[src/rtl/acq_pkg.sv]
package acq_pkg;

  typedef enum logic [2:0] {
    SEQ_IDLE,
    SEQ_FETCH,
    SEQ_CHECK,
    SEQ_CONV,
    SEQ_NEXT
  } seq_state_t;

  // channel code is usable when it names an existing channel
  function automatic logic code_ok(input int unsigned code, input int unsigned n_ch);
    return code < n_ch;
  endfunction

  // lsb position of byte k when bytes go out most significant first
  function automatic int unsigned byte_lsb(input int unsigned nbytes, input int unsigned k);
    return (nbytes - 1 - k) * 8;
  endfunction

endpackage

[src/rtl/acq_seq_ctrl.sv]
module acq_seq_ctrl #(
  parameter int NUM_CH    = 8,
  parameter int CODE_W    = 4,
  parameter int ROM_DEPTH = 4,
  parameter int SAMPLE_W  = 12,
  parameter int PIPE_LAT  = 3,
  parameter int ERR_W     = 8,
  localparam int ROM_AW   = (ROM_DEPTH > 1) ? $clog2(ROM_DEPTH) : 1,
  localparam int CH_W     = (NUM_CH > 1) ? $clog2(NUM_CH) : 1,
  localparam int CNT_W    = $clog2(PIPE_LAT + 1)
) (
  input  logic                clk,
  input  logic                rst_n,
  input  logic                trig_rise,
  output logic [ROM_AW-1:0]   rom_addr_o,
  input  logic [CODE_W-1:0]   rom_data_i,
  output logic                adc_clk_o,
  input  logic [SAMPLE_W-1:0] adc_data_i,
  output logic [CH_W-1:0]     ch_sel_o,
  output logic                busy_o,
  output logic                smp_valid_o,
  output logic [SAMPLE_W-1:0] smp_data_o,
  output logic                bad_code_o,
  output logic [ERR_W-1:0]    err_cnt_o
);
  import acq_pkg::*;

  seq_state_t          state_q;
  logic [ROM_AW-1:0]   idx_q;
  logic [CNT_W-1:0]    cnt_q;
  logic                adc_clk_q;
  logic [CH_W-1:0]     ch_q;
  logic                smp_valid_q;
  logic [SAMPLE_W-1:0] smp_data_q;
  logic [ERR_W-1:0]    err_q;
  logic                code_good;

  assign code_good = code_ok(32'(rom_data_i), NUM_CH);

  always_ff @(posedge clk) begin
    if (!rst_n) begin
      state_q     <= SEQ_IDLE;
      idx_q       <= '0;
      cnt_q       <= '0;
      adc_clk_q   <= 1'b0;
      ch_q        <= '0;
      smp_valid_q <= 1'b0;
      smp_data_q  <= '0;
      err_q       <= '0;
    end else begin
      adc_clk_q   <= 1'b0;
      smp_valid_q <= 1'b0;
      case (state_q)
        SEQ_IDLE: begin
          if (trig_rise) begin
            idx_q   <= '0;
            state_q <= SEQ_FETCH;
          end
        end
        SEQ_FETCH: state_q <= SEQ_CHECK;
        SEQ_CHECK: begin
          if (code_good) begin
            ch_q    <= rom_data_i[CH_W-1:0];
            cnt_q   <= '0;
            state_q <= SEQ_CONV;
          end else begin
            if (err_q != '1) err_q <= err_q + 1'b1;
            state_q <= SEQ_NEXT;
          end
        end
        SEQ_CONV: begin
          if (cnt_q == '0) adc_clk_q <= 1'b1;
          if (cnt_q == CNT_W'(PIPE_LAT)) begin
            smp_valid_q <= 1'b1;
            smp_data_q  <= adc_data_i;
            state_q     <= SEQ_NEXT;
          end else begin
            cnt_q <= cnt_q + 1'b1;
          end
        end
        SEQ_NEXT: begin
          if (idx_q == ROM_AW'(ROM_DEPTH - 1)) begin
            state_q <= SEQ_IDLE;
          end else begin
            idx_q   <= idx_q + 1'b1;
            state_q <= SEQ_FETCH;
          end
        end
        default: state_q <= SEQ_IDLE;
      endcase
    end
  end

  assign rom_addr_o  = idx_q;
  assign adc_clk_o   = adc_clk_q;
  assign ch_sel_o    = ch_q;
  assign busy_o      = (state_q != SEQ_IDLE);
  assign smp_valid_o = smp_valid_q;
  assign smp_data_o  = smp_data_q;
  assign bad_code_o  = (state_q == SEQ_CHECK) && !code_good;
  assign err_cnt_o   = err_q;

endmodule

[src/rtl/acq_fifo.sv]
module acq_fifo #(
  parameter int W     = 12,
  parameter int DEPTH = 8,
  localparam int AW   = (DEPTH > 1) ? $clog2(DEPTH) : 1,
  localparam int CW   = $clog2(DEPTH + 1)
) (
  input  logic         clk,
  input  logic         rst_n,
  input  logic         wr_en,
  input  logic [W-1:0] wr_data,
  input  logic         rd_en,
  output logic [W-1:0] rd_data,
  output logic         full,
  output logic         empty
);
  logic [W-1:0]  mem_q [DEPTH];
  logic [AW-1:0] wptr_q, rptr_q;
  logic [CW-1:0] cnt_q;
  logic          do_wr, do_rd;

  assign full  = (cnt_q == CW'(DEPTH));
  assign empty = (cnt_q == '0);
  assign do_wr = wr_en && !full;
  assign do_rd = rd_en && !empty;

  always_ff @(posedge clk) begin
    if (do_wr) mem_q[wptr_q] <= wr_data;
  end

  always_ff @(posedge clk) begin
    if (!rst_n) begin
      wptr_q <= '0;
      rptr_q <= '0;
      cnt_q  <= '0;
    end else begin
      if (do_wr) wptr_q <= (wptr_q == AW'(DEPTH - 1)) ? '0 : wptr_q + 1'b1;
      if (do_rd) rptr_q <= (rptr_q == AW'(DEPTH - 1)) ? '0 : rptr_q + 1'b1;
      case ({do_wr, do_rd})
        2'b10:   cnt_q <= cnt_q + 1'b1;
        2'b01:   cnt_q <= cnt_q - 1'b1;
        default: cnt_q <= cnt_q;
      endcase
    end
  end

  assign rd_data = mem_q[rptr_q];

endmodule

[src/rtl/acq_byte_drain.sv]
module acq_byte_drain #(
  parameter int SAMPLE_W = 12,
  localparam int NB      = (SAMPLE_W + 7) / 8,
  localparam int PW      = NB * 8,
  localparam int BI_W    = (NB > 1) ? $clog2(NB) : 1
) (
  input  logic                clk,
  input  logic                rst_n,
  input  logic                rd_req_i,
  input  logic                fifo_empty,
  input  logic [SAMPLE_W-1:0] fifo_data,
  output logic                pop_o,
  output logic                draining_o,
  output logic                st_valid_o,
  output logic [7:0]          st_byte_o,
  input  logic                st_ready_i
);
  import acq_pkg::*;

  logic            draining_q;
  logic            valid_q;
  logic [PW-1:0]   word_q;
  logic [BI_W-1:0] bidx_q;

  assign pop_o = draining_q && !valid_q && !fifo_empty;

  always_ff @(posedge clk) begin
    if (!rst_n) begin
      draining_q <= 1'b0;
      valid_q    <= 1'b0;
      word_q     <= '0;
      bidx_q     <= '0;
    end else begin
      if (rd_req_i) draining_q <= 1'b1;
      else if (draining_q && !valid_q && fifo_empty) draining_q <= 1'b0;

      if (pop_o) begin
        word_q  <= PW'(fifo_data);
        bidx_q  <= '0;
        valid_q <= 1'b1;
      end else if (valid_q && st_ready_i) begin
        if (bidx_q == BI_W'(NB - 1)) valid_q <= 1'b0;
        else bidx_q <= bidx_q + 1'b1;
      end
    end
  end

  assign draining_o = draining_q;
  assign st_valid_o = valid_q;
  assign st_byte_o  = word_q[byte_lsb(NB, 32'(bidx_q)) +: 8];

endmodule

[src/rtl/trig_adc_seq.sv]
module trig_adc_seq #(
  parameter int NUM_CH     = 8,
  parameter int CODE_W     = 4,
  parameter int ROM_DEPTH  = 4,
  parameter int SAMPLE_W   = 12,
  parameter int PIPE_LAT   = 3,
  parameter int FIFO_DEPTH = 8,
  parameter int ERR_W      = 8,
  localparam int ROM_AW    = (ROM_DEPTH > 1) ? $clog2(ROM_DEPTH) : 1,
  localparam int CH_W      = (NUM_CH > 1) ? $clog2(NUM_CH) : 1
) (
  input  logic                clk,
  input  logic                rst_n,
  input  logic                trig_i,
  output logic [ROM_AW-1:0]   rom_addr_o,
  input  logic [CODE_W-1:0]   rom_data_i,
  output logic                adc_clk_o,
  input  logic [SAMPLE_W-1:0] adc_data_i,
  output logic [CH_W-1:0]     ch_sel_o,
  input  logic                rd_req_i,
  output logic                st_valid_o,
  output logic [7:0]          st_byte_o,
  input  logic                st_ready_i,
  output logic                busy_o,
  output logic [ERR_W-1:0]    err_cnt_o,
  output logic                overflow_o
);
  logic                trig_q;
  logic                trig_rise;
  logic                smp_valid;
  logic [SAMPLE_W-1:0] smp_data;
  logic                bad_code_evt;
  logic                fifo_full, fifo_empty;
  logic [SAMPLE_W-1:0] fifo_rdata;
  logic                pop_evt;
  logic                push_evt;
  logic                drop_evt;
  logic                draining;
  logic                ovf_q;

  always_ff @(posedge clk) begin
    if (!rst_n) trig_q <= 1'b0;
    else        trig_q <= trig_i;
  end
  assign trig_rise = trig_i && !trig_q;

  acq_seq_ctrl #(
    .NUM_CH(NUM_CH), .CODE_W(CODE_W), .ROM_DEPTH(ROM_DEPTH),
    .SAMPLE_W(SAMPLE_W), .PIPE_LAT(PIPE_LAT), .ERR_W(ERR_W)
  ) u_ctrl (
    .clk(clk), .rst_n(rst_n), .trig_rise(trig_rise),
    .rom_addr_o(rom_addr_o), .rom_data_i(rom_data_i),
    .adc_clk_o(adc_clk_o), .adc_data_i(adc_data_i),
    .ch_sel_o(ch_sel_o), .busy_o(busy_o),
    .smp_valid_o(smp_valid), .smp_data_o(smp_data),
    .bad_code_o(bad_code_evt), .err_cnt_o(err_cnt_o)
  );

  assign push_evt = smp_valid && !fifo_full;
  assign drop_evt = smp_valid && fifo_full;

  acq_fifo #(.W(SAMPLE_W), .DEPTH(FIFO_DEPTH)) u_fifo (
    .clk(clk), .rst_n(rst_n),
    .wr_en(smp_valid), .wr_data(smp_data),
    .rd_en(pop_evt), .rd_data(fifo_rdata),
    .full(fifo_full), .empty(fifo_empty)
  );

  acq_byte_drain #(.SAMPLE_W(SAMPLE_W)) u_drain (
    .clk(clk), .rst_n(rst_n), .rd_req_i(rd_req_i),
    .fifo_empty(fifo_empty), .fifo_data(fifo_rdata),
    .pop_o(pop_evt), .draining_o(draining),
    .st_valid_o(st_valid_o), .st_byte_o(st_byte_o), .st_ready_i(st_ready_i)
  );

  always_ff @(posedge clk) begin
    if (!rst_n)        ovf_q <= 1'b0;
    else if (drop_evt) ovf_q <= 1'b1;
  end
  assign overflow_o = ovf_q;

endmodule

[config.mk]
export PLATFORM = sky130hd
export DESIGN_NAME = trig_adc_seq
export DESIGN_NICKNAME = d
export VERILOG_FILES = /design/src/rtl/acq_pkg.sv /design/src/rtl/acq_seq_ctrl.sv /design/src/rtl/acq_fifo.sv /design/src/rtl/acq_byte_drain.sv /design/src/rtl/trig_adc_seq.sv
export SDC_FILE = /design/constraint.sdc
export NUM_CORES = 1
export LEC_CHECK = 0
export CAP_MARGIN = 10
export CORE_MARGIN = 5
export CORE_UTILIZATION = 45
export DETAILED_ROUTE_END_ITERATION = 16
export DONT_BUFFER_PORTS = 1
export MAX_ROUTING_LAYER = met4
export PLACE_DENSITY = 0.67
export SLEW_MARGIN = 20
export SYNTH_ARGS = -nofsm -noshare
export SYNTH_HDL_FRONTEND = slang
export SYNTH_HIERARCHICAL = 1
export SYNTH_SLANG_ARGS = --single-unit
export TNS_END_PERCENT = 50
[constraint.sdc]
create_clock -name clk -period 3.2 [get_ports clk]
set_input_delay 0.48 -clock clk [delete_from_list [all_inputs] [get_ports clk]]
set_output_delay 0.48 -clock clk [all_outputs]
set_load 0.05 [all_outputs]
== After elaboration in Yosys (flattened, before gate mapping) ==
Memory sizes are Yosys's and may differ from the RTL's. A register that Yosys moved wholly into a read port is not among the register bits.
Index checks and enable logic that the tools add are counted.
Word-level totals
  memories kept: 1
  output and inout bits: 25
  bits of input ports: 21
  RAM bits: 96
  bits in registers: 47
Cells by class
  $add $sub $neg: 9
  magnitude comparators: 1
  muxes and demuxes: 24
  eq/ne operators: 17
  reduce and logical (&&, ||, !) cells: 32
  shift operators: 1
  bitwise logic cells: 2
Memories
  u_fifo.mem_q: words 8, width 12, read ports 1, clocked after memory_dff 1, wr ports 1, RTL line acq_fifo.sv:16  | logic [W-1:0] mem_q [DEPTH];
Operator list (number)
  variable part select 16 x 33 -> 8 bit: 1
  2-to-1 mux 3 bit: 5
  case mux 3 bit (5 select lines): 1
  nonzero test 2 bit: 6
  2-to-1 mux 1 bit: 11
  AND reduction 2 bit: 5
  == test 3 bit (second input constant): 3
  AND reduction 3 bit: 3
  adder 8 x 1 -> 8 bit (second input constant): 1
  logical AND 1 bit: 8
  2-to-1 mux 2 bit: 4
  inequality test 8 bit (second input constant): 1
  case mux 2 bit (2 select lines): 2
  case mux 4 bit (2 select lines): 1
  adder 3 x 1 -> 3 bit (second input constant): 2
  == test 2 bit (second input constant): 3
  == test 3 x 2 -> 1 bit (second input constant): 2
  inequality test 2 bit (second input constant): 3
  zero test 1 bit: 5
  adder 2 x 1 -> 2 bit (second input constant): 2
  adder 4 x 1 -> 4 bit (second input constant): 1
  == test 4 bit (second input constant): 1
  zero test 4 bit: 1
  < comparator 4 bit (second input constant): 1
  11 further kinds: 13

== Logic depth before layout (Yosys ltp) ==
Gate-level depths: netlist of run 1.
  depth after elaboration: 6
  mapped depth: 13

== Hierarchy ==
The synthesis of run 1 kept the hierarchy.
Modules (own cells, without submodules)
  acq_fifo: area an instance 4327.9 sq um, cells each 218, seq. area each 3143.0 sq um, times used 1
  acq_seq_ctrl: area an instance 1467.7 sq um, cells each 168, seq. area each 640.6 sq um, times used 1
  acq_byte_drain: area an instance 668.1 sq um, cells each 75, seq. area each 300.3 sq um, times used 1
  trig_adc_seq: area an instance 63.8 sq um, cells each 6, seq. area each 40.0 sq um, times used 1

== Worst setup path before layout of run 1 ==
Ideal clock, no wire load.
  path type: register to register
  start point: register u_fifo.cnt_q[1]
  end point: register u_fifo.cnt_q[2]
  library setup time: 70 ps
  path buffers: 2
  setup slack: 435 ps
  stages on the path, launching flop included: 14
  arrival: 2695 ps
  cell sequence: dfxtp_1 > buf_2 > nor4_1 > nor3b_4 > buf_6 > o41ai_2 > inv_1 > ha_1 > xor2_1 > ha_1 > a21oi_1 > xor2_1 > or3_1 > a21boi_1
Between the ends
  longest elaborated chain between the ends: 6
Ends and longest elaborated chain
  start, declared: RTL line acq_fifo.sv:18  | logic [CW-1:0] cnt_q;
  start signal, assigned: RTL line acq_fifo.sv:39  | 2'b10: cnt_q <= cnt_q + 1'b1;
  start signal, assigned: RTL line acq_fifo.sv:40  | 2'b01: cnt_q <= cnt_q - 1'b1;
  start signal, assigned: RTL line acq_fifo.sv:41  | default: cnt_q <= cnt_q;
  zero test 4 bit (*): RTL line acq_fifo.sv:22  | assign empty = (cnt_q == '0);
  net fifo_empty: RTL line trig_adc_seq.sv:33  | logic fifo_full, fifo_empty;
  zero test 1 bit (*): RTL line acq_byte_drain.sv:25  | assign pop_o = draining_q && !valid_q && !fifo_empty;
  logical AND 1 bit (*): RTL line acq_byte_drain.sv:25
  net pop_evt: RTL line trig_adc_seq.sv:35  | logic pop_evt;
  logical AND 1 bit (*): RTL line acq_fifo.sv:24  | assign do_rd = rd_en && !empty;
  == test 2 x 1 -> 1 bit / == test 2 bit (equally long branches): RTL line acq_fifo.sv:38  | case ({do_wr, do_rd})
  case mux 4 bit (2 select lines) / nonzero test 2 bit (equally long branches)
Mark *: on every way through the listed nets, which the timed path passes. The rest lies on a longest branch.
A chain may end at the register's enable or synchronous reset.

== Final worst setup path of run 1 ==
Same ends and word-level chain as after synthesis.

==> results of run 1 <==
-- layout by cell type (no fill, tap or decap), types with 9 or more instances in the layout --
cell,count
sky130_fd_sc_hd__a21oi_1,9
sky130_fd_sc_hd__nand2_1,54
sky130_fd_sc_hd__edfxtp_1,96
sky130_fd_sc_hd__o21ai_0,12
sky130_fd_sc_hd__mux2i_1,9
sky130_fd_sc_hd__a21boi_0,13
sky130_fd_sc_hd__nor3_1,9
sky130_fd_sc_hd__buf_4,12
sky130_fd_sc_hd__ha_1,11
sky130_fd_sc_hd__mux4_2,24
sky130_fd_sc_hd__clkbuf_16,17
sky130_fd_sc_hd__and2_1,16
sky130_fd_sc_hd__dfxtp_1,62
sky130_fd_sc_hd__mux2_2,17
sky130_fd_sc_hd__nor2b_1,15
sky130_fd_sc_hd__nand3_1,18
-- where the power goes --
part	total [mW]	internal, mW	switching (mW)
Sequential	2.18	2.14	0.0337
Clock	1.97	1.21	0.755
Combinational	0.0778	0.0359	0.0419
Total	4.22	3.39	0.831
-- flip-flops by register name (all words and copies together) (netlist names), 2 cells and up, named ones only --
register and flops:
u_fifo/rptr_q 3, u_fifo/wptr_q 3, u_ctrl/err_cnt_o 8, u_ctrl/state_q 3, u_ctrl/smp_data_o 12, u_drain/word_q 12
u_ctrl/ch_sel_o 3, u_ctrl/cnt_q 2, u_fifo/cnt_q 4, u_fifo/mem_q 96, u_ctrl/rom_addr_o 2
-- layer usage --
layer / GRT usage (%) / up-vias
met1: 20.0 / 1769
met5: - / -
met2: 22.8 / 72
met3: 4.72 / 10
li1: - / 1739
met4: 5.99 / 0
-- logic make-up (layout without fill, tap and decap cells) --
kind of cell             after synthesis  in the layout  synth area share (%)
AO/OA/AOI/OAI                         58             58                  6.17
XOR/XNOR                               8              8                  1.07
adder cells (fa/ha/maj)               11             11                  2.11
buffers and inverters                 31             49                  2.70
flip-flops                           158            158                  63.2
multiplexers                          50             50                  12.6
AND/OR/NAND/NOR                      151            151                  12.2
-- critical path, delay by kind of cell, from the launching register on --
family	cells	cell delay [ps]
AOI/OAI and AO/OA	3	420
DFF	1	390
xor gates and xnor gates	2	280
buffers and inverters	1	160
and+or+nand+nor	3	1040
adders and majority gates	2	490
-- worst paths after layout --
| check | from | to | slack (ps) | cells after the start |
|---|---|---|---|---|
| hold reg to reg | u_drain/word_q[8] | u_drain/word_q[8] | 460 | 2 |
| setup / recovery | u_fifo/cnt_q[1] | u_fifo/cnt_q[2] | 370 | 11 |
| hold / removal | trig_i | trig_q | 180 | 1 |
| setup reg to reg | u_fifo/cnt_q[1] | u_fifo/cnt_q[2] | 370 | 11 |
-- per-stage QoR --
stage / worst slack, ps / area [um^2] / util [%]
floorplan: 435 / 6530 / -
global placement: 555 / 6700 / 46.6
detailed placement: 349 / 6700 / 46.6
CTS: 343 / 7280 / 50.6
global route: 105 / 7280 / 50.6
finish: 367 / 7280 / 50.6
-- layout make-up --
| type | instances | area (um^2) |
|---|---|---|
| fill | 1205 | 7090 |
| tap | 184 | 230 |
| inverter | 5 | 18.8 |
| multi-input combinational | 278 | 2230 |
| clock inverter | 13 | 146 |
| clock buffer | 19 | 433 |
| timing repair buffer | 12 | 90.1 |
| sequential | 158 | 4120 |
==> Flow_metrics.wiki, run 1 <==
{| class="wikitable"
! Metric !! Value
|-
| Launching element type of the critical path || flop
|-
| Register bit total from synthesis || 158
|-
| Library cell with the largest summed area after synthesis || sky130_fd_sc_hd__edfxtp_1
|-
| Most used flip-flop cell after synthesis || sky130_fd_sc_hd__edfxtp_1
|-
| Final worst path period share || 88.5%
|-
| Ranking of synthesized cells by area || sky130_fd_sc_hd__edfxtp_1, sky130_fd_sc_hd__dfxtp_1, sky130_fd_sc_hd__mux4_2, sky130_fd_sc_hd__nand2_1, sky130_fd_sc_hd__mux2_2
|-
| Total overflow reported by the global router || 0
|-
| Number of standard cells in the final layout excluding fillers || 669
|-
| Gr usage total || 15.4%
|-
| Vias in the first global route || 3642
|-
| Postcts setup bufs || 0
|-
| TritonRoute pass-1 iters || 4
|-
| Average wire per cell in the routed design || 17.4 um
|-
| Maximum clock frequency || 353 MHz
|-
| Post-cts repair resize count || 0
|-
| Number of H-tree levels || 4
|-
| Critical-path maximum fanout || 8
|-
| Arr. time, crit path || 3190 ps
|-
| Post-Route Skew || 8.75 ps
|-
| Worst-case vdd ir drop || 0.401 mV
|-
| Number of warning messages in the yosys log || 6
|-
| Largest net degree at the start of global routing || 76
|-
| Iter 0 DRT Violations || 200
|-
| Worst slew margin || 54.7%
|-
| Die boundary width || 130 um
|-
| Number of synthesized flops with an enable pin || 96
|-
| Number of setup violations in the final report || 0
|-
| Clock latency on the worst-skew pair || 420 ps
|-
| Largest stage delay on the critical path || 640 ps
|-
| Clock tree buffer depth || 2
|-
| DIE AREA || 17000 um^2
|-
| Core area || 14400 um^2
|-
| Metal2 WL || 5450 um
|-
| Synthesized net count || 499
|-
| Endpoint type of the worst setup path || flop
|-
| CTS tree || done
|-
| Unique masters post-synth || 49
|-
| Net count of the finished layout || 504
|-
| CTS Sinks || 158
|-
| Highest Signal Layer || met4
|-
| Number of buffers added to fix hold violations after cts || 0
|-
| Starting density of the core || 45.4%
|-
| Port Buf Inserts || 0
|-
| Critical Path, Cell by Cell || nor4_1, nor3b_4, o41ai_2, inv_1, ha_1, xor2_1, ha_1, a21oi_1, xor2_1, or3_1, a21boi_1
|-
| Std cell rows || 44
|-
| Clock period minus worst slack || 2830 ps
|-
| Top-area cell type share of the netlist area || 44.2%
|-
| Unrepaired setup endpoints after global routing || no
|-
| Hold slack final || 183 ps
|-
| Remaining routing DRC violations || 0
|-
| Wire length of the first global-routing pass || 19000 um
|-
| CTS Root Cell || sky130_fd_sc_hd__clkbuf_16
|-
| Vias || 3590
|-
| TritonCTS buffer count || 17
|-
| Total power of the final layout || 4.23 mW
|-
| Total length of routed met3 wires || 670 um
|-
| Antenna Violating Nets Remaining || 0
|-
| Hpwl dp || 7350 um
|-
| # Max-Cap Violations || 0
|-
| Worst path required time || 3550 ps
|-
| Synthesized cell area || 6530 um^2
|-
| Layout Area Growth over Synthesis || 11.5%
|-
| Least-Margin Pin Slew || 673 ps
|-
| Per-instance average area after synthesis || 14.0 um^2
|-
| Routed length on met1 || 5360 um
|-
| Chip Height || 130 um
|-
| Antenna violations before repair || 0
|-
| Post-synthesis async set-or-reset flop share || 0%
|-
| Final weighted congestion of routability-driven global placement || 0.787
|-
| Cell count after placement || 637
|-
| Cell type of the slowest stage on the worst timing path || sky130_fd_sc_hd__nor4_1
|-
| # IOs || 46
|-
| Sum of negative setup slack || 0 ps
|-
| Share of layout cells above drive strength 1 || 19.2%
|-
| Vias per Instance || 5.37
|-
| Ranking of synthesized cells by instance count || sky130_fd_sc_hd__edfxtp_1, sky130_fd_sc_hd__dfxtp_1, sky130_fd_sc_hd__nand2_1, sky130_fd_sc_hd__mux4_2, sky130_fd_sc_hd__nand3_1
|-
| Cell with the most instances after synthesis || sky130_fd_sc_hd__edfxtp_1
|-
| Result of the run || finished, final reports clean
|-
| Power per standard cell area || 581 nW/um^2
|-
| Post-detailed-routing wire length || 11600 um
|-
| Critical path type || flop to flop
|-
| Clock Pin Slew Worst Setup and Hold Paths || 60 ps
|-
| Total count of hold-check failures in the final report || 0
|-
| Synthesized instance count || 467
|-
| Number of inserted diodes || 0
|-
| Leakage power of the design || 2.43 nW
|-
| Number of max-slew violations in the final report || 0
|-
| Class of the most critical hold timing path || primary input to flop
|-
| Sequential fraction of the synthesis area || 63.2%
|}
(Power assumes the default switching activity.)
==> run 2, diff against run 1 <==
--- a/config.mk
+++ b/config.mk
@@ -15,6 +15,5 @@
 export SLEW_MARGIN = 20
 export SYNTH_ARGS = -nofsm -noshare
 export SYNTH_HDL_FRONTEND = slang
-export SYNTH_HIERARCHICAL = 1
 export SYNTH_SLANG_ARGS = --single-unit
 export TNS_END_PERCENT = 50
==> Flow_metrics.wiki, run 2 <==
{| class="wikitable"
! Metric !! Value
|-
| Clock period minus worst slack || 2650 ps (-184 ps)
|-
| DIE AREA || 16000 um^2 (-6.0%)
|-
| Iter 0 DRT Violations || 203 (+1.5%)
|-
| Sequential fraction of the synthesis area || 66.5% (+3.4 points)
|-
| Critical-path maximum fanout || 19 (+11)
|-
| Hpwl dp || 7670 um (+4.3%)
|-
| Chip Height || 126 um (-3.0%)
|-
| Core area || 13300 um^2 (-7.5%)
|-
| Post-cts repair resize count || 0 (unchanged)
|-
| Postcts setup bufs || 0 (unchanged)
|-
| Std cell rows || 42 (-4.5%)
|-
| Met1 Track Usage GR || 20.3% (+0.30 points)
|-
| CTS tree || done
|-
| # IOs || 46 (unchanged)
|-
| TritonRoute pass-1 iters || 4 (unchanged)
|-
| Number of synthesized flops with an enable pin || 96 (unchanged)
|-
| Largest Register || u_fifo.mem_q
|-
| Maximum clock frequency || 378 MHz (+7.0%)
|-
| Worst-case vdd ir drop || 0.376 mV (-6.2%)
|-
| Class of the most critical hold timing path || primary input to flop
|-
| Total non-filler cell area in the finished layout || 6910 um^2 (-5.0%)
|-
| Fraction of met3 tracks used by global routing || 4.41% (-0.30 points)
|-
| Clock tree buffer depth || 2 (unchanged)
|-
| Cell with the most instances after synthesis || sky130_fd_sc_hd__edfxtp_1
|-
| Launching element type of the critical path || flop
|-
| Average wire per cell in the routed design || 19.2 um (+10%)
|-
| Per-instance average area after synthesis || 14.0 um^2 (about the same)
|-
| Synthesized net count || 469 (-6.0%)
|-
| Number of standard cells in the final layout excluding fillers || 636 (-4.9%)
|-
| Net count of the finished layout || 479 (-5.0%)
|-
| Share of layout cells above drive strength 1 || 18.7% (-0.48 points)
|-
| Synthesized cell area || 6110 um^2 (-6.4%)
|-
| Remaining routing DRC violations || 0 (unchanged)
|-
| Ranking of synthesized cells by instance count || sky130_fd_sc_hd__edfxtp_1, sky130_fd_sc_hd__dfxtp_1, sky130_fd_sc_hd__nor2_1, sky130_fd_sc_hd__nand2_1, sky130_fd_sc_hd__a21oi_1
|-
| Antenna Violating Nets Remaining || 0 (unchanged)
|-
| Cell count after placement || 604 (-5.2%)
|-
| CTS Sinks || 155 (-1.9%)
|-
| Result of the run || finished, final reports clean
|-
| Register bit total from synthesis || 155 (-1.9%)
|-
| Leakage power of the design || 2.36 nW (-3.2%)
|-
| Most used flip-flop cell after synthesis || sky130_fd_sc_hd__edfxtp_1
|-
| Unrepaired setup endpoints after global routing || no
|-
| GRT busiest layer || met2
|-
| Antenna violations before repair || 0 (unchanged)
|-
| Clock Pin Slew Worst Setup and Hold Paths || 60 ps (about the same)
|-
| Number of filler instances in the final layout || 1070 (-11%)
|-
| Hold slack final || 187 ps (+3.50 ps)
|-
| Unique masters post-synth || 46 (-6.1%)
|-
| Post-Route Skew || 7.86 ps (-0.890 ps)
|-
| Number of setup violations in the final report || 0 (unchanged)
|-
| Starting density of the core || 45.9% (+0.51 points)
|-
| Top-area cell type share of the netlist area || 47.2% (+3.0 points)
|-
| Total overflow reported by the global router || 0 (unchanged)
|-
| Number of buffers added to fix hold violations after cts || 0 (unchanged)
|-
| Largest net degree at the start of global routing || 34 (-55%)
|-
| Vias per Instance || 5.52 (+2.8%)
|-
| Global Route met2 Usage || 26.8% (+4.0 points)
|-
| Number of warning messages in the yosys log || 0 (-6)
|-
| Critical path type || flop to flop
|-
| Commonest non-fill, non-tap cell in the layout || sky130_fd_sc_hd__edfxtp_1
|-
| Standard cell area after detailed placement || 6350 um^2 (-5.2%)
|-
| Die boundary width || 126 um (-3.0%)
|-
| Gr usage total || 16.6% (+1.2 points)
|-
| Largest register FFs || 96 (unchanged)
|-
| Arr. time, crit path || 2990 ps (-200 ps)
|-
| Total count of hold-check failures in the final report || 0 (unchanged)
|-
| Worst path required time || 3540 ps (about the same)
|-
| Number of max-slew violations in the final report || 0 (unchanged)
|-
| Endpoint type of the worst setup path || flop
|-
| Power per standard cell area || 587 nW/um^2 (+1.1%)
|-
| Number of H-tree levels || 4 (unchanged)
|-
| Clock latency on the worst-skew pair || 410 ps (about the same)
|-
| Library cell with the largest summed area after synthesis || sky130_fd_sc_hd__edfxtp_1
|-
| Wire length of the first global-routing pass || 19500 um (+2.4%)
|-
| CTS Root Cell || sky130_fd_sc_hd__clkbuf_16
|-
| Layout Area Growth over Synthesis || 13.2%
|-
| Post-detailed-routing wire length || 12200 um (+5.0%)
|-
| Final worst path period share || 82.8% (-5.8 points)
|-
| Final weighted congestion of routability-driven global placement || 0.820 (+4.2%)
|-
| # Max-Cap Violations || 0 (unchanged)
|-
| Sum of negative setup slack || 0 ps (unchanged)
|-
| Vias || 3509 (-2.3%)
|-
| Ranking of synthesized cells by area || sky130_fd_sc_hd__edfxtp_1, sky130_fd_sc_hd__dfxtp_1, sky130_fd_sc_hd__mux4_2, sky130_fd_sc_hd__nor2_1, sky130_fd_sc_hd__nand2_1
|-
| Commonest cells after routing, fill and taps aside || sky130_fd_sc_hd__edfxtp_1, sky130_fd_sc_hd__dfxtp_1, sky130_fd_sc_hd__nor2_1
|-
| TritonCTS buffer count || 17 (unchanged)
|-
| Port Buf Inserts || 0 (unchanged)
|-
| Post-synthesis async set-or-reset flop share || 0% (unchanged)
|-
| Vias in the first global route || 3482 (-4.4%)
|-
| Number of inserted diodes || 0 (unchanged)
|-
| Worst slew margin || 52.3% (-2.4 points)
|-
| Synthesized instance count || 437 (-6.4%)
|-
| Least-Margin Pin Slew || 714 ps (+40.6 ps)
|}
[run 2: changes by cell type in the layout (fill, tap and decap cells not counted), sizes merged, moves of 16 or more]
cell / before / now
a21oi: 9 / 26
nand2: 54 / 37
a21boi: 17 / 1
nor2: 8 / 38
[run 2: area by class of cell]
| class | count | area, um^2 | share of cell area (%) |
|---|---|---|---|
| Tap cell | 176 | 220 | 3.18 |
| Clock buffer | 20 | 457 | 6.61 |
| Timing Repair Buffer | 15 | 113 | 1.63 |
| Clock inverter | 12 | 111 | 1.61 |
| Multi-Input combinational cell | 249 | 1920 | 27.7 |
| Sequential cell | 155 | 4060 | 58.8 |
| Inverter | 9 | 33.8 | 0.489 |
[run 2: final timing paths]
kind                           start            endpoint  slack [ps]  cells after the start
setup / recovery     u_fifo.cnt_q[1]     u_fifo.cnt_q[2]         550                      9
hold / removal                trig_i              trig_q         190                      1
setup reg to reg     u_fifo.cnt_q[1]     u_fifo.cnt_q[2]         550                      9
hold reg to reg   u_drain.draining_o  u_drain.draining_o         480                      2
[run 2: per-layer routing]
metal	wire length [um]	share of wire, %
met3	624	5.1
met2	6330	52
met5	0	0
met1	5140	42
met4	117	0.96
[run 2: cells by family after synthesis]
kind of cell             after synthesis  synth area share [%]
buffers and inverters                 33                  2.46
flip-flops                           155                  66.5
XOR/XNOR                               4                 0.574
AO/OA/AOI/OAI                         67                  6.29
adder cells (fa/ha/maj)               11                  2.25
AND/OR/NAND/NOR                      127                  10.3
multiplexers                          40                  11.6
[run 2: worst max-delay path, stage by stage, from the launching register on]
cell and delay, ps:
sky130_fd_sc_hd__dfxtp_1 370, sky130_fd_sc_hd__or4_4 600, sky130_fd_sc_hd__and2_4 250, sky130_fd_sc_hd__ha_1 300, sky130_fd_sc_hd__xor2_1 170, sky130_fd_sc_hd__ha_1 190, sky130_fd_sc_hd__a21oi_1 150, sky130_fd_sc_hd__xor2_1 100
sky130_fd_sc_hd__or3_1 320, sky130_fd_sc_hd__a21oi_1 140
[run 2: power breakdown]
group,switching [mW],internal [mW]
registers,0.0144,2.10
logic,0.0277,0.0127
clock network,0.784,1.12
[run 2: metrics by stage]
stage / setup WS, ps / total power [mW] / utilization (%)
4_1_cts: 550 / 4.10 / 52.0
5_1_grt: 415 / 4.21 / 52.0
3_3_place_gp: 679 / 2.20 / 47.7
2_1_floorplan: 592 / 2.19 / -
3_5_place_dp: 563 / 2.20 / 47.7
6_report: 551 / 4.06 / 52.0
==> run 3, diff against run 2 <==
--- a/config.mk
+++ b/config.mk
@@ -5,13 +5,14 @@
 export SDC_FILE = /design/constraint.sdc
 export NUM_CORES = 1
 export LEC_CHECK = 0
+export ABC_AREA = 1
 export CAP_MARGIN = 10
 export CORE_MARGIN = 5
 export CORE_UTILIZATION = 45
 export DETAILED_ROUTE_END_ITERATION = 16
 export DONT_BUFFER_PORTS = 1
 export MAX_ROUTING_LAYER = met4
-export PLACE_DENSITY = 0.67
+export PLACE_DENSITY = 0.69
 export SLEW_MARGIN = 20
 export SYNTH_ARGS = -nofsm -noshare
 export SYNTH_HDL_FRONTEND = slang
==> constraint.sdc (replaced) <==
create_clock -name clk -period 2.15 [get_ports clk]
set_input_delay 0.3225 -clock clk [delete_from_list [all_inputs] [get_ports clk]]
set_output_delay 0.3225 -clock clk [all_outputs]
set_load 0.05 [all_outputs]
==> Flow_metrics.wiki, run 3 <==
{| class="wikitable"
! Metric !! Value
|-
| Worst-case vdd ir drop || 0.680 mV (+81%)
|-
| Final worst path period share || 92.9% (+10 points)
|-
| Clock latency on the worst-skew pair || 420 ps (about the same)
|-
| Remaining routing DRC violations || 0 (unchanged)
|-
| Number of standard cells in the final layout excluding fillers || 908 (+43%)
|-
| CTS Root Cell || sky130_fd_sc_hd__clkbuf_16
|-
| Launching element type of the critical path || flop
|-
| Largest Register || u_fifo.mem_q
|-
| Result of the run || finished, final reports clean
|-
| Gr usage total || 18.3% (+1.7 points)
|-
| Post-layout utilization of the core || 51.8% (-0.25 points)
|-
| CTS tree || done
|-
| TritonRoute pass-1 iters || 5 (+1)
|-
| Vias per Instance || 5.20 (-5.7%)
|-
| Cell with the most instances after synthesis || sky130_fd_sc_hd__nand2_1
|-
| Average wire per cell in the routed design || 15.7 um (-18%)
|-
| Cell type of the slowest stage on the worst timing path || sky130_fd_sc_hd__dfxtp_2
|-
| TritonCTS buffer count || 17 (unchanged)
|-
| Vias in the first global route || 4616 (+33%)
|-
| Register bit total from synthesis || 155 (unchanged)
|-
| Std cell rows || 44 (+4.8%)
|-
| Critical-path maximum fanout || 5 (-14)
|-
| Clock tree buffer depth || 2 (unchanged)
|-
| Startpoint of the tightest hold check path || rst_n
|-
| Critical Path Start || u_fifo.cnt_q[1]
|-
| Share of layout cells above drive strength 1 || 11.0% (-7.6 points)
|-
| Net count of the finished layout || 743 (+55%)
|-
| Most used flip-flop cell after synthesis || sky130_fd_sc_hd__edfxtp_1
|-
| Worst path required time || 2470 ps (-1070 ps)
|-
| Number of H-tree levels || 4 (unchanged)
|-
| Hold slack final || 26.5 ps (-161 ps)
|-
| Starting density of the core || 45.4% (-0.54 points)
|-
| Hpwl dp || 9110 um (+19%)
|-
| Sequential fraction of the synthesis area || 62.1% (-4.5 points)
|-
| Beginning of the worst register-to-register path || u_fifo.cnt_q[1]
|-
| # IOs || 46 (unchanged)
|-
| Worst slew margin || 52.9% (+0.60 points)
|-
| Final weighted congestion of routability-driven global placement || 0.953 (+16%)
|-
| Clock Pin Slew Worst Setup and Hold Paths || 60 ps (about the same)
|-
| Unique masters post-synth || 34 (-26%)
|-
| Top-area cell type share of the netlist area || 44.0% (-3.2 points)
|-
| Per-instance average area after synthesis || 9.42 um^2 (-33%)
|-
| Number of filler instances in the final layout || 1290 (+21%)
|-
| Number of warning messages in the yosys log || 0 (unchanged)
|-
| Largest net degree at the start of global routing || 50 (+47%)
|-
| Synthesized instance count || 695 (+59%)
|-
| Postcts setup bufs || 0 (unchanged)
|-
| Power per standard cell area || 1080 nW/um^2 (+84%)
|-
| Critical Path, Cell by Cell || nor2_2, nand3_1, nand2_1, ha_2, nand2_1, inv_1, nor2_1, ha_1, a21oi_1, xnor2_1, o21ai_0, inv_1
|-
| Number of max-slew violations in the final report || 0 (unchanged)
|-
| Critical path type || flop to flop
|-
| Relative contribution of the clock network to total power || 41.8% (-5.0 points)
|-
| Number of inserted diodes || 0 (unchanged)
|-
| Ranking of synthesized cells by area || sky130_fd_sc_hd__edfxtp_1, sky130_fd_sc_hd__dfxtp_1, sky130_fd_sc_hd__nand2_1, sky130_fd_sc_hd__nor2_1, sky130_fd_sc_hd__o21ai_0
|-
| Reg power frac || 42.8% (-9.4 points)
|-
| Library cell with the largest summed area after synthesis || sky130_fd_sc_hd__edfxtp_1
|-
| Post-detailed-routing wire length || 14300 um (+17%)
|-
| Internal cell power || 5.82 mW (+80%)
|-
| Total power of the final layout || 8.05 mW (+98%)
|-
| Die boundary width || 131 um (+3.3%)
|-
| Synthesized cell area || 6550 um^2 (+7.2%)
|-
| Maximum clock frequency || 501 MHz (+33%)
|-
| Post-Route Skew || 6.91 ps (-0.946 ps)
|-
| Synthesized net count || 727 (+55%)
|-
| Number of synthesized flops with an enable pin || 96 (unchanged)
|-
| Class of the most critical hold timing path || primary input to flop
|-
| Layout Area Growth over Synthesis || 14.0%
|-
| Power dissipated by switching net loads || 2.23 mW (+170%)
|-
| Vias || 4722 (+35%)
|-
| DIE AREA || 17100 um^2 (+6.6%)
|-
| Commonest cells after routing, fill and taps aside || sky130_fd_sc_hd__nand2_1, sky130_fd_sc_hd__nor2_1, sky130_fd_sc_hd__edfxtp_1
|-
| Largest register FFs || 96 (unchanged)
|-
| Combinational Power Share || 15.4% (+14 points)
|-
| Port Buf Inserts || 0 (unchanged)
|-
| # Max-Cap Violations || 0 (unchanged)
|-
| Antenna Violating Nets Remaining || 0 (unchanged)
|-
| Fraction of power spent switching nets || 27.7% (+7.4 points)
|-
| Antenna violations before repair || 0 (unchanged)
|-
| Clock period minus worst slack || 2000 ps (-651 ps)
|-
| Largest stage delay on the critical path || 350 ps (-250 ps)
|-
| Chip Height || 131 um (+3.3%)
|-
| Endpoint type of the worst setup path || flop
|-
| Wire length of the first global-routing pass || 23100 um (+19%)
|-
| Total count of hold-check failures in the final report || 0 (unchanged)
|-
| Core area || 14400 um^2 (+8.5%)
|-
| CTS Sinks || 155 (unchanged)
|-
| Iter 0 DRT Violations || 419 (+110%)
|-
| Ranking of synthesized cells by instance count || sky130_fd_sc_hd__nand2_1, sky130_fd_sc_hd__nor2_1, sky130_fd_sc_hd__edfxtp_1, sky130_fd_sc_hd__dfxtp_1, sky130_fd_sc_hd__o21ai_0
|-
| Cell count after placement || 874 (+45%)
|-
| Leakage power of the design || 3.01 nW (+28%)
|-
| Number of setup violations in the final report || 0 (unchanged)
|-
| Post-synthesis async set-or-reset flop share || 0% (unchanged)
|-
| Arr. time, crit path || 2310 ps (-680 ps)
|-
| Total overflow reported by the global router || 0 (unchanged)
|-
| Least-Margin Pin Slew || 705 ps (-9.08 ps)
|-
| Commonest non-fill, non-tap cell in the layout || sky130_fd_sc_hd__nand2_1
|}
-- run 3: layout make-up --
cell class	instances	area, um^2	area share, %
clock buffer	19	443	5.93
clock inverter	13	223	2.98
inverter	43	166	2.23
multi-input combinational	468	2130	28.6
sequential	155	4070	54.5
tap	184	230	3.08
timing repair buffer	26	200	2.68
-- run 3: final timing paths --
path                         end  slack, ps  cells after the start
min reg2reg    u_drain.word_q[9]        450                      2
max reg2reg      u_fifo.cnt_q[2]        150                     12
min          u_ctrl.err_cnt_o[6]         30                      2
max              u_fifo.cnt_q[2]        150                     12
-- run 3: metrics by stage --
step | cell area [um^2] | TNS (ps) | setup WS [ps]
2_1_floorplan | 6550 | 0 | 267
4_1_cts | 7460 | 0 | 170
3_5_place_dp | 6770 | 0 | 182
6_report | 7460 | 0 | 152
5_1_grt | 7460 | -6.01 | -6.01
3_3_place_gp | 6770 | 0 | 322
-- run 3: cell families after synthesis --
| logic type | after synthesis | synth area share, % |
|---|---|---|
| buffers and inverters | 72 | 5.37 |
| DFF | 155 | 62.1 |
| xor gates and xnor gates | 5 | 0.669 |
| and+or+nand+nor | 349 | 21.7 |
| AOI/OAI and AO/OA | 103 | 8.10 |
| adders and majority gates | 11 | 2.10 |
-- run 3: critical path, delay by kind of cell (launching register included) --
kind                       cells  cell delay, ps
DFF                            1             350
AOI/OAI and AO/OA              2             350
xor gates and xnor gates       1             100
and+or+nand+nor                5             560
buffers and inverters          2             140
adders and majority gates      2             400
-- run 3: metal layers --
layer	GRT usage, %	share of wire, %	vias to the layer above
met3	4.23	5.5	29
met1	21.3	42	2240
met5	-	0	-
met2	30.6	51	140
met4	7.50	2.3	0
li1	-	-	2313
-- run 3: power by group through the flow --
stage          registers [mW]  logic [mW]  clock network, mW
3_3_place_gp             3.49        1.17                  0
2_1_floorplan            3.51        1.01                  0
3_5_place_dp             3.50        1.22                  0
4_1_cts                  3.44        1.24               3.39
5_1_grt                  3.46        1.39               3.52
6_report                 3.45        1.24               3.36
-- run 3: what timing repair did --
item / in CTS / in global routing
endpoints found under the setup margin: 0 / 1
endpoints found under the hold margin: 1 / 0
hold buffers: 2 / 0
resized for setup: 0 / 4
